### src/rtl/tc_pkg.sv
package tc_pkg;
  localparam int CODE_W = 4;
  localparam logic [CODE_W-1:0] CODE_FIRE  = 4'h1;
  localparam logic [CODE_W-1:0] CODE_RELAY = 4'h9;
endpackage

### src/rtl/tc_rank.sv
module tc_rank #(
  parameter int WORDS  = 4,
  parameter int RANK_W = 3
) (
  input  logic [WORDS-1:0]  is_fire,
  input  logic [WORDS-1:0]  fire,
  output logic [WORDS-1:0]  trig_next,
  output logic [RANK_W-1:0] n_term
);
  // Trigger number of each completing word = count of completing words below it.
  logic [RANK_W-1:0] cnt;
  always_comb begin
    cnt       = '0;
    trig_next = '0;
    for (int i = 0; i < WORDS; i++) begin
      if (is_fire[i]) begin
        for (int k = 0; k < WORDS; k++) begin
          if (fire[i] && cnt == RANK_W'(k)) trig_next[k] = 1'b1;
        end
        cnt = cnt + RANK_W'(1);
      end
    end
    n_term = cnt;
  end
endmodule

### src/rtl/tc_group.sv
module tc_group
  import tc_pkg::*;
#(
  parameter int WORDS = 4
) (
  input  logic                    clk,
  input  logic                    rst,
  input  logic [WORDS-1:0]        evt,
  input  logic [WORDS*CODE_W-1:0] mode,
  output logic [WORDS-1:0]        trig
);
  localparam int RANK_W = $clog2(WORDS + 1);

  logic [WORDS-1:0]  is_fire, is_relay, head, accept, fire, kill, armed, trig_next;
  logic [RANK_W-1:0] n_term;

  for (genvar i = 0; i < WORDS; i++) begin : g_word
    assign is_fire[i]  = mode[i*CODE_W +: CODE_W] == CODE_FIRE;
    assign is_relay[i] = mode[i*CODE_W +: CODE_W] == CODE_RELAY;
    if (i == 0) begin : g_low
      assign head[i]   = 1'b1;
      assign accept[i] = evt[i];
    end else begin : g_up
      assign head[i]   = !is_relay[i-1];
      assign accept[i] = evt[i] & (head[i] | armed[i-1]);
    end
    assign fire[i] = accept[i] & is_fire[i];
    if (i == WORDS-1) begin : g_top
      assign kill[i] = fire[i];
    end else begin : g_mid
      assign kill[i] = fire[i] | (is_relay[i] & kill[i+1]);
    end
  end

  always_ff @(posedge clk) begin
    if (rst) armed <= '0;
    else     armed <= is_relay & ~kill & (accept | armed);
  end

  tc_rank #(.WORDS(WORDS), .RANK_W(RANK_W)) u_rank (
    .is_fire  (is_fire),
    .fire     (fire),
    .trig_next(trig_next),
    .n_term   (n_term)
  );

  always_ff @(posedge clk) begin
    if (rst) trig <= '0;
    else     trig <= trig_next;
  end

  assert_reset_clear_R9: assert property (@(posedge clk)
    rst |=> (trig == '0 && armed == '0));

  for (genvar i = 0; i < WORDS; i++) begin : g_chk
    assert_no_excess_trig_R7: assert property (@(posedge clk) disable iff (rst)
      trig[i] |-> ($past(n_term) > RANK_W'(i)));
    assert_lone_fire_R2: assert property (@(posedge clk) disable iff (rst)
      (evt[i] && is_fire[i] && head[i]) |=> (trig != '0));
    if (i > 0) begin : g_pair
      assert_out_of_order_R4: assert property (@(posedge clk) disable iff (rst)
        (evt[i] && is_relay[i] && is_relay[i-1] && !armed[i-1] && !armed[i]) |=> !armed[i]);
      assert_progress_clear_R5: assert property (@(posedge clk) disable iff (rst)
        (fire[i] && is_relay[i-1]) |=> !armed[i-1]);
    end
  end
endmodule

### src/rtl/tc_ordered_trigger.sv
module tc_ordered_trigger
  import tc_pkg::*;
#(
  parameter int GROUPS = 2,
  parameter int WORDS  = 4
) (
  input  logic                           clk,
  input  logic                           rst,
  input  logic [GROUPS*WORDS-1:0]        evt_i,
  input  logic [GROUPS*WORDS*CODE_W-1:0] mode_i,
  output logic [GROUPS*WORDS-1:0]        trig_o
);
  localparam int GRP_MODE_W = WORDS * CODE_W;

  for (genvar g = 0; g < GROUPS; g++) begin : g_grp
    tc_group #(.WORDS(WORDS)) u_grp (
      .clk (clk),
      .rst (rst),
      .evt (evt_i[g*WORDS +: WORDS]),
      .mode(mode_i[g*GRP_MODE_W +: GRP_MODE_W]),
      .trig(trig_o[g*WORDS +: WORDS])
    );
  end
endmodule

### config.mk
export PLATFORM = sky130hd
export DESIGN_NAME = tc_ordered_trigger
export DESIGN_NICKNAME = d
export VERILOG_FILES = /design/src/rtl/tc_pkg.sv /design/src/rtl/tc_rank.sv /design/src/rtl/tc_group.sv /design/src/rtl/tc_ordered_trigger.sv
export SDC_FILE = /design/constraint.sdc
export NUM_CORES = 1
export LEC_CHECK = 0
export ABC_CLOCK_PERIOD_IN_PS = 4950
export BUFFER_PORTS_ARGS = -buffer_cell sky130_fd_sc_hd__buf_2
export CAP_MARGIN = 10
export CORE_ASPECT_RATIO = 1.75
export CORE_MARGIN = 3
export CORE_UTILIZATION = 54
export DETAILED_ROUTE_END_ITERATION = 10
export PLACE_DENSITY_LB_ADDON = 0.05
export SLEW_MARGIN = 20
export SYNTH_ARGS = -nofsm -noshare
export SYNTH_HDL_FRONTEND = slang
export SYNTH_HIERARCHICAL = 1
export SYNTH_SLANG_ARGS = --single-unit
### constraint.sdc
create_clock -name clk -period 4.95 [get_ports clk]
set_input_delay 0.495 -clock clk [delete_from_list [all_inputs] [get_ports clk]]
set_output_delay 0.495 -clock clk [all_outputs]
set_load 0.02 [all_outputs]
==> flow_summary.json, run 1 <==
{
  "rsz0062_at_grt": "no",
  "post_cts_resized": 0,
  "cts_htree_levels": 1,
  "gp_congestion": 0.836,
  "antenna_cells_inserted": 0,
  "min_period_over_period_pct": 54.7,
  "setup_viol": 0,
  "slew_headroom_pct": 35.6,
  "r2r-end": "g_grp[0].u_grp/trig[2]$_SDFF_PP0_",
  "cts_setup_buffers": 0,
  "post-route-min-period_ns": 2.71,
  "rr_startpoint": "g_grp[0].u_grp/armed[2]$_SDFF_PP0_",
  "antenna_found_initial": 0,
  "cp_max_fo": 8,
  "hold_path_class": "reg -> reg",
  "synth_fp_nets": 188,
  "timing.fmax_ghz": 0.369,
  "drtIter0Drc": 18,
  "portBuffers": 49,
  "fin_setup_tns_ns": 0,
  "crit_buf_inv": 2,
  "mostFrequentLayoutCells": "49 x buf_2, 14 x dfxtp_1, 12 x nand3_1",
  "slowest_stage": "nor4b_1",
  "gr-usage-all-layers_pct": 21.4,
  "arrival_ns": 2.87,
  "path_cells": "buf_2, nor4b_1, inv_1, ha_1, and4b_4, and3b_1, a311o_1, nor2b_1",
  "die-area_um2": 2910,
  "worstSetupPathType": "in -> reg",
  "viasPerCell": 5.84,
  "cts_buffers": 3,
  "clk_pin_slew_worst_paths_ns": 0.08,
  "skew_ns": 0.00315,
  "core_region_area_um2": 2120,
  "hold_slack_ns": 0.485,
  "cts_hold_buf": 0,
  "initial_utilization_pct": 58.1,
  "grt_max_degree": 15,
  "die_w_um": 42.1,
  "cp-start-kind": "primary input",
  "placed_area_um2": 1500,
  "ys_warn_count": 6,
  "drv_slew": 0,
  "cp-end-kind": "flop",
  "slowest_delay_ns": 0.80,
  "startpoint": "mode_i[17]",
  "cp-endpoint": "g_grp[1].u_grp/trig[2]$_SDFF_PP0_",
  "final_common_cell": "buf_2",
  "critPathRequiredTime_ns": 5.11,
  "finalNetCount": 241,
  "clock_path_buffers": 2,
  "cts_sinks": 14,
  "r2r_slack_ns": 3.47,
  "status": "finished, final reports clean",
  "antenna_left": 0,
  "vias": 1232,
  "grt_pass1_vias": 1298,
  "final_cell_area_um2": 1520,
  "routedWlPerCell_um": 14.2,
  "syn_to_final_growth_pct": 23.8,
  "drive_above_1_share_pct": 34.8,
  "firstDrtPassIters": 4,
  "crit_family": "simple AND/OR/NAND/NOR gates",
  "hpwl_um": 2560,
  "worstSkewPairLatency_ns": 0.27,
  "avgSynthCellArea_um2": 9.05,
  "io_pins": 50,
  "hold_violations": 0,
  "peakVddDrop_uv": 106,
  "die_height_um": 69.2,
  "rows": 22,
  "cts_tree": "done",
  "drc": 0,
  "cts_root_buffer": "clkbuf_4",
  "p_leak_nw": 0.709,
  "netlist_area_um2": 1230,
  "grt_pass1_wl_um": 5110,
  "routed_wl_um": 3010,
  "synthCells": 136,
  "powerDensity_nw_per_um2": 144,
  "overflow": 0,
  "r2r_cells": 5,
  "cp_num_cells": 8,
  "tightest_slew_ns": 0.952,
  "cap_violations": 0
}
[metrics by stage]
stage,worst slack (ns),total power (W),utilization (%),instances
finish,2.24,0.000220,71.9,211
global route,2.05,0.000232,71.9,211
CTS,2.23,0.000223,71.9,211
detailed placement,1.94,0.000161,70.8,208
global placement,2.14,0.000159,70.8,208
floorplan,2.45,0.000135,-,136
[where the power goes]
| part | internal [W] | switching, W | leakage (nW) |
|---|---|---|---|
| registers | 0.000113 | 0.000000425 | 0.113 |
| logic | 0.0000229 | 0.0000212 | 0.582 |
| clock network | 0.0000281 | 0.0000344 | 0.0138 |
| total | 0.000164 | 0.0000560 | 0.709 |
[final cells by class]
type | count | area (um^2)
clock buffer | 3 | 22.5
fill | 197 | 596
inverter | 10 | 37.5
multi-input combinational | 106 | 871
sequential | 14 | 280
tap | 24 | 30.0
timing repair buffer | 54 | 283
[sequential cells by signal, indices dropped and copies added (netlist names)]
register,flops
g_grp.u_grp/armed,6
g_grp.u_grp/trig,8
[worst min path at each step]
stage / from / endpoint / slack [ns] / cells after the start
CTS: g_grp[0].u_grp/armed[1]$_SDFF_PP0_ / g_grp[0].u_grp/armed[1]$_SDFF_PP0_ / 0.49 / 2
detailed placement: g_grp[0].u_grp/armed[1]$_SDFF_PP0_ / g_grp[0].u_grp/armed[1]$_SDFF_PP0_ / 0.48 / 2
floorplan: g_grp[0].u_grp/armed[1]$_SDFF_PP0_ / g_grp[0].u_grp/armed[1]$_SDFF_PP0_ / 0.46 / 2
global placement: g_grp[0].u_grp/armed[1]$_SDFF_PP0_ / g_grp[0].u_grp/armed[1]$_SDFF_PP0_ / 0.47 / 2
finish: g_grp[0].u_grp/armed[1]$_SDFF_PP0_ / g_grp[0].u_grp/armed[1]$_SDFF_PP0_ / 0.48 / 2
global route: g_grp[0].u_grp/armed[1]$_SDFF_PP0_ / g_grp[0].u_grp/armed[1]$_SDFF_PP0_ / 0.51 / 2
[worst register-to-register path, cell delays in order (launching register included)]
cell	delay (ns)
dfxtp_1	0.33
o211a_1	0.28
and4b_4	0.22
and3b_1	0.16
a311o_1	0.25
nor2b_1	0.12
[per-layer routing]
| metal | global-route usage [%] | wire length, um |
|---|---|---|
| met5 | 0 | 0 |
| met4 | 9.00 | 42 |
| met3 | 1.31 | 133 |
| met2 | 47.6 | 1860 |
| met1 | 16.9 | 975 |
No activity file was read; power rests on OpenSTA's default activity.
==> run 2, diff against run 1 <==
ABC_CLOCK_PERIOD_IN_PS = 2730   (was 4950)
CORE_UTILIZATION = 50   (was 54)
clock period = 2.73 ns   (was 4.95 ns; I/O delays follow)
==> run 2 against run 1 <==
Effect of this change: die area grew 7.1%; sequential cell count stayed put; clock power grew to 3.2 times the previous value; via count decreased by 0.65%; worst setup slack got worse by 1.5 ns; critical path type unchanged.
==> flow_summary.json, run 2 (synthesis results as in run 1) <==
{
  "die_w_um": 43.5,
  "portBuffers": 49,
  "tightest_slew_ns": 0.374,
  "fin_setup_tns_ns": 0,
  "grt_pass1_vias": 1239,
  "drive_above_1_share_pct": 36.1,
  "cp-endpoint": "g_grp[1].u_grp/trig[2]$_SDFF_PP0_",
  "critPathRequiredTime_ns": 2.86,
  "grt_pass1_wl_um": 5090,
  "final_common_cell": "buf_2",
  "antenna_found_initial": 0,
  "slowest_delay_ns": 0.43,
  "cts_root_buffer": "clkbuf_8",
  "cts_buffers": 3,
  "initial_utilization_pct": 52.8,
  "path_cells": "buf_2, nor4b_1, inv_1, ha_1, and4b_4, and3b_1, a311o_1, nor2b_1",
  "die_height_um": 71.6,
  "cts_hold_buf": 0,
  "rr_startpoint": "g_grp[1].u_grp/armed[2]$_SDFF_PP0_",
  "peakVddDrop_uv": 265,
  "cts_tree": "done",
  "rows": 23,
  "clock_path_buffers": 2,
  "firstDrtPassIters": 4,
  "skew_ns": 0.00164,
  "powerDensity_nw_per_um2": 311,
  "fin_util_pct": 67.8,
  "overflow": 0,
  "vias": 1224,
  "hold_violations": 0,
  "status": "finished, final reports clean",
  "r2r-end": "g_grp[1].u_grp/trig[2]$_SDFF_PP0_",
  "drtIter0Drc": 21,
  "setup_ws_ns": 0.716,
  "cp_max_fo": 8,
  "timing.fmax_ghz": 0.496,
  "syn_to_final_growth_pct": 28.4,
  "setup_viol": 0,
  "viasPerCell": 5.67,
  "r2r_cells": 5,
  "total_power_w": 0.000491,
  "hpwl_um": 2550,
  "io_pins": 50,
  "routedWlPerCell_um": 14.3,
  "antenna_cells_inserted": 0,
  "dp_slack_ns": 0.460,
  "clk_pin_slew_worst_paths_ns": 0.06,
  "min_period_over_period_pct": 73.8,
  "slew_headroom_pct": 74.7,
  "cp-end-kind": "flop",
  "cp-start-kind": "primary input",
  "routed_wl_um": 3080,
  "reg.largest.list": "g_grp.u_grp/trig x8, g_grp.u_grp/armed x6",
  "mostFrequentLayoutCells": "49 x buf_2, 14 x dfxtp_1, 12 x nand3_1",
  "worstSetupPathType": "in -> reg",
  "cts_setup_buffers": 0,
  "post_cts_resized": 0,
  "drc": 0,
  "gp_congestion": 0.822,
  "largest-register": "g_grp.u_grp/trig",
  "drv_slew": 0,
  "p_leak_nw": 0.740,
  "place_inst": 212,
  "arrival_ns": 2.14,
  "die-area_um2": 3120,
  "core_region_area_um2": 2330,
  "grt_max_degree": 15,
  "rsz0062_at_grt": "no",
  "gr-usage-all-layers_pct": 21.4,
  "cts_htree_levels": 1,
  "finalNetCount": 244,
  "cts_sinks": 14,
  "worstSkewPairLatency_ns": 0.24,
  "largest_reg_flops": 8,
  "r2r_slack_ns": 1.27,
  "antenna_left": 0,
  "cap_violations": 0,
  "post-route-min-period_ns": 2.01,
  "hold_path_class": "in -> reg",
  "instances_no_fill": 216,
  "slowest_stage": "ha_1",
  "startpoint": "mode_i[17]"
}
==> run 2: cell types whose count changed in the layout (fill, tap and decap cells not counted) <==
cell / before / now
clkbuf_8: 0 / 4
buf_4: 5 / 8
clkbuf_4: 3 / 0
==> run 2: layout make-up <==
class,count,area [um^2]
Clock buffer,4,55.1
Fill cell,212,751
Inverter,10,37.5
Multi-Input combinational cell,106,871
Sequential cell,14,280
Tap cell,25,31.3
Timing Repair Buffer,57,305
==> run 2: worst min-delay path by stage <==
stage | slack (ns) | endpoint | startpoint | cells past startpoint
finish | 0.34 | g_grp[0].u_grp/armed[1]$_SDFF_PP0_ | mode_i[4] | 3
global route | 0.35 | g_grp[0].u_grp/armed[1]$_SDFF_PP0_ | mode_i[4] | 3
CTS | 0.33 | g_grp[1].u_grp/armed[0]$_SDFF_PP0_ | evt_i[4] | 3
detailed placement | 0.48 | g_grp[0].u_grp/armed[1]$_SDFF_PP0_ | g_grp[0].u_grp/armed[1]$_SDFF_PP0_ | 2
global placement | 0.47 | g_grp[0].u_grp/armed[1]$_SDFF_PP0_ | g_grp[0].u_grp/armed[1]$_SDFF_PP0_ | 2
floorplan | 0.34 | g_grp[0].u_grp/trig[0]$_SDFF_PP0_ | rst | 1
==> run 2: per-layer routing <==
layer | vias up | wire length, um | GRT usage [%]
met5 | - | 0 | 0
met4 | 0 | 59 | 11.4
met3 | 4 | 118 | 2.51
met2 | 35 | 1860 | 43.3
met1 | 560 | 1040 | 18.9
li1 | 625 | - | -
==> run 2: worst max-delay path: cells and delay by family <==
kind | cells | cell delay (ns)
buffers and inverters | 2 | 0.26
adder cells (fa/ha/maj) | 1 | 0.43
AO/OA/AOI/OAI | 1 | 0.26
AND/OR/NAND/NOR | 4 | 0.92
==> run 2: stage by stage <==
| step | area (um^2) | hold WS (ns) |
|---|---|---|
| 5_1_grt | 1580 | 0.354 |
| 3_5_place_dp | 1530 | 0.482 |
| 3_3_place_gp | 1530 | 0.472 |
| 4_1_cts | 1580 | 0.330 |
| 2_1_floorplan | 1230 | 0.345 |
| 6_report | 1580 | 0.341 |
==> run 2: where the power goes <==
group	switching (W)	internal, W
logic	0.0000388	0.0000427
clock network	0.0000753	0.000128
registers	0.000000841	0.000205
==> run 3, diff against run 2 <==
ABC_CLOCK_PERIOD_IN_PS = 1660   (was 2730)
CORE_UTILIZATION = 45   (was 50)
clock period = 1.66 ns   (was 2.73 ns; I/O delays follow)
==> run 3 against run 2 <==
Effect of this change: sequential cell count stayed put; sequential power is 65% higher; total power is 64% higher; non-clock buffer count is 21 higher; final cell count is 9.7% higher; worst setup slack worse by 0.71 ns; critical path depth is 1 lower; die area is 9.9% higher; sequential share of layout area is 2.7 points lower.
==> flow_summary.json, run 3 (synthesis results as in run 1) <==
{
  "core_region_area_um2": 2550,
  "final_common_cell": "buf_2",
  "io_pins": 50,
  "cts_htree_levels": 1,
  "drc": 0,
  "p_leak_nw": 0.876,
  "finalNetCount": 265,
  "powerDensity_nw_per_um2": 432,
  "slew_headroom_pct": 75.7,
  "hold_path_class": "in -> reg",
  "cts_root_buffer": "clkbuf_8",
  "hpwl_um": 2710,
  "cp-start-kind": "primary input",
  "rows": 24,
  "tightest_slew_ns": 0.360,
  "place_inst": 230,
  "firstDrtPassIters": 4,
  "initial_utilization_pct": 48.2,
  "drive_above_1_share_pct": 50.2,
  "largest_reg_flops": 8,
  "antenna_cells_inserted": 0,
  "portBuffers": 49,
  "mostFrequentLayoutCells": "47 x buf_2, 28 x buf_4, 14 x dfxtp_1, 12 x nand3_1, 8 x o21ai_0",
  "cts_sinks": 14,
  "grt_pass1_wl_um": 5320,
  "skew_ns": 0.00221,
  "grt_pass1_vias": 1367,
  "die-area_um2": 3420,
  "hold_violations": 0,
  "routed_wl_um": 3530,
  "gr-usage-all-layers_pct": 20.7,
  "clock_path_buffers": 2,
  "r2r_slack_ns": 0.22,
  "cts_hold_buf": 0,
  "critPathRequiredTime_ns": 1.78,
  "cp_max_fo": 3,
  "grt_max_degree": 15,
  "nFillCells": 201,
  "die_w_um": 45.5,
  "dp_slack_ns": -0.288,
  "worstSetupPathType": "in -> reg",
  "antenna_found_initial": 0,
  "syn_to_final_growth_pct": 51.1,
  "cts_tree": "done",
  "peakVddDrop_uv": 328,
  "fin_util_pct": 72.9,
  "worstSkewPairLatency_ns": 0.24,
  "timing.fmax_ghz": 0.603,
  "setup_viol": 0,
  "cts_buffers": 3,
  "post-route-min-period_ns": 1.66,
  "drtIter0Drc": 31,
  "min_period_over_period_pct": 99.9,
  "drv_slew": 0,
  "overflow": 0,
  "status": "finished, final reports clean",
  "largest-register": "g_grp.u_grp/trig",
  "vias": 1372,
  "routedWlPerCell_um": 14.9,
  "rsz0062_at_grt": "yes",
  "cap_violations": 0,
  "gp_congestion": 0.799,
  "clk_pin_slew_worst_paths_ns": 0.06,
  "die_height_um": 75.2,
  "setup_ws_ns": 0.00222,
  "reg.largest.list": "g_grp.u_grp/trig x8, g_grp.u_grp/armed x6",
  "viasPerCell": 5.79,
  "antenna_left": 0,
  "arrival_ns": 1.78,
  "cp-end-kind": "flop",
  "instances_no_fill": 237
}
[run 3: cell types whose count changed in the layout (fill, tap and decap cells not counted), moves of 3 or more]
| cell | before | now |
|---|---|---|
| nor4b_1 | 10 | 6 |
| inv_1 | 10 | 7 |
| nor4b_4 | 0 | 4 |
| buf_6 | 0 | 3 |
| buf_4 | 8 | 28 |
| ha_1 | 10 | 6 |
| inv_2 | 0 | 3 |
[run 3: final timing paths]
check	from	endpoint	cells past startpoint
max	mode_i[25]	g_grp[1].u_grp/trig[2]$_SDFF_PP0_	7
min	evt_i[0]	g_grp[0].u_grp/armed[0]$_SDFF_PP0_	3
max reg2reg	g_grp[1].u_grp/armed[2]$_SDFF_PP0_	g_grp[1].u_grp/trig[2]$_SDFF_PP0_	5
min reg2reg	g_grp[0].u_grp/armed[1]$_SDFF_PP0_	g_grp[0].u_grp/armed[1]$_SDFF_PP0_	2
[run 3: cell type report]
| type | count | area (um^2) | area share [%] |
|---|---|---|---|
| inverter | 10 | 37.5 | 2.02 |
| tap | 26 | 32.5 | 1.75 |
| multi-input combinational | 106 | 990 | 53.2 |
| clock buffer | 3 | 41.3 | 2.22 |
| timing repair buffer | 78 | 479 | 25.8 |
| sequential | 14 | 280 | 15.1 |
[run 3: metrics by stage]
stage	instance area [um^2]	total power [W]	hold WS (ns)	setup TNS (ns)
floorplan	1300	0.000411	0.238	-0.552
global placement	1720	0.000511	0.471	-1.40
detailed placement	1720	0.000517	0.479	-1.50
CTS	1800	0.000801	0.223	-0.0230
global route	1860	0.000839	0.242	-0.127
finish	1860	0.000803	0.228	0
[run 3: repair_timing]
action                     in CTS  in global routing
setup buffers                   3                  1
gates cloned                    0                  0
setup endpoints to repair       3                  7
gates resized for setup         3                 13
pin swaps                       2                  8
[run 3: metal layers]
layer,wire length [um],vias up,track usage [%]
met2,2110,40,42.3
met3,166,10,1.44
met5,0,-,0
li1,-,667,-
met4,78,0,9.77
met1,1180,655,19.0
[run 3: worst max-delay path: stages]
cell,delay (ns)
buf_6,0.09
or4bb_4,0.54
o211a_4,0.25
and4b_4,0.19
and3b_1,0.15
a311o_1,0.26
nor2b_1,0.13
[run 3: power breakdown]
| part | internal, W | total (W) | switching, W | leakage [nW] |
|---|---|---|---|---|
| registers | 0.000338 | 0.000339 | 0.00000132 | 0.113 |
| clock network | 0.000160 | 0.000277 | 0.000117 | 0.0216 |
| logic | 0.000104 | 0.000187 | 0.0000830 | 0.742 |
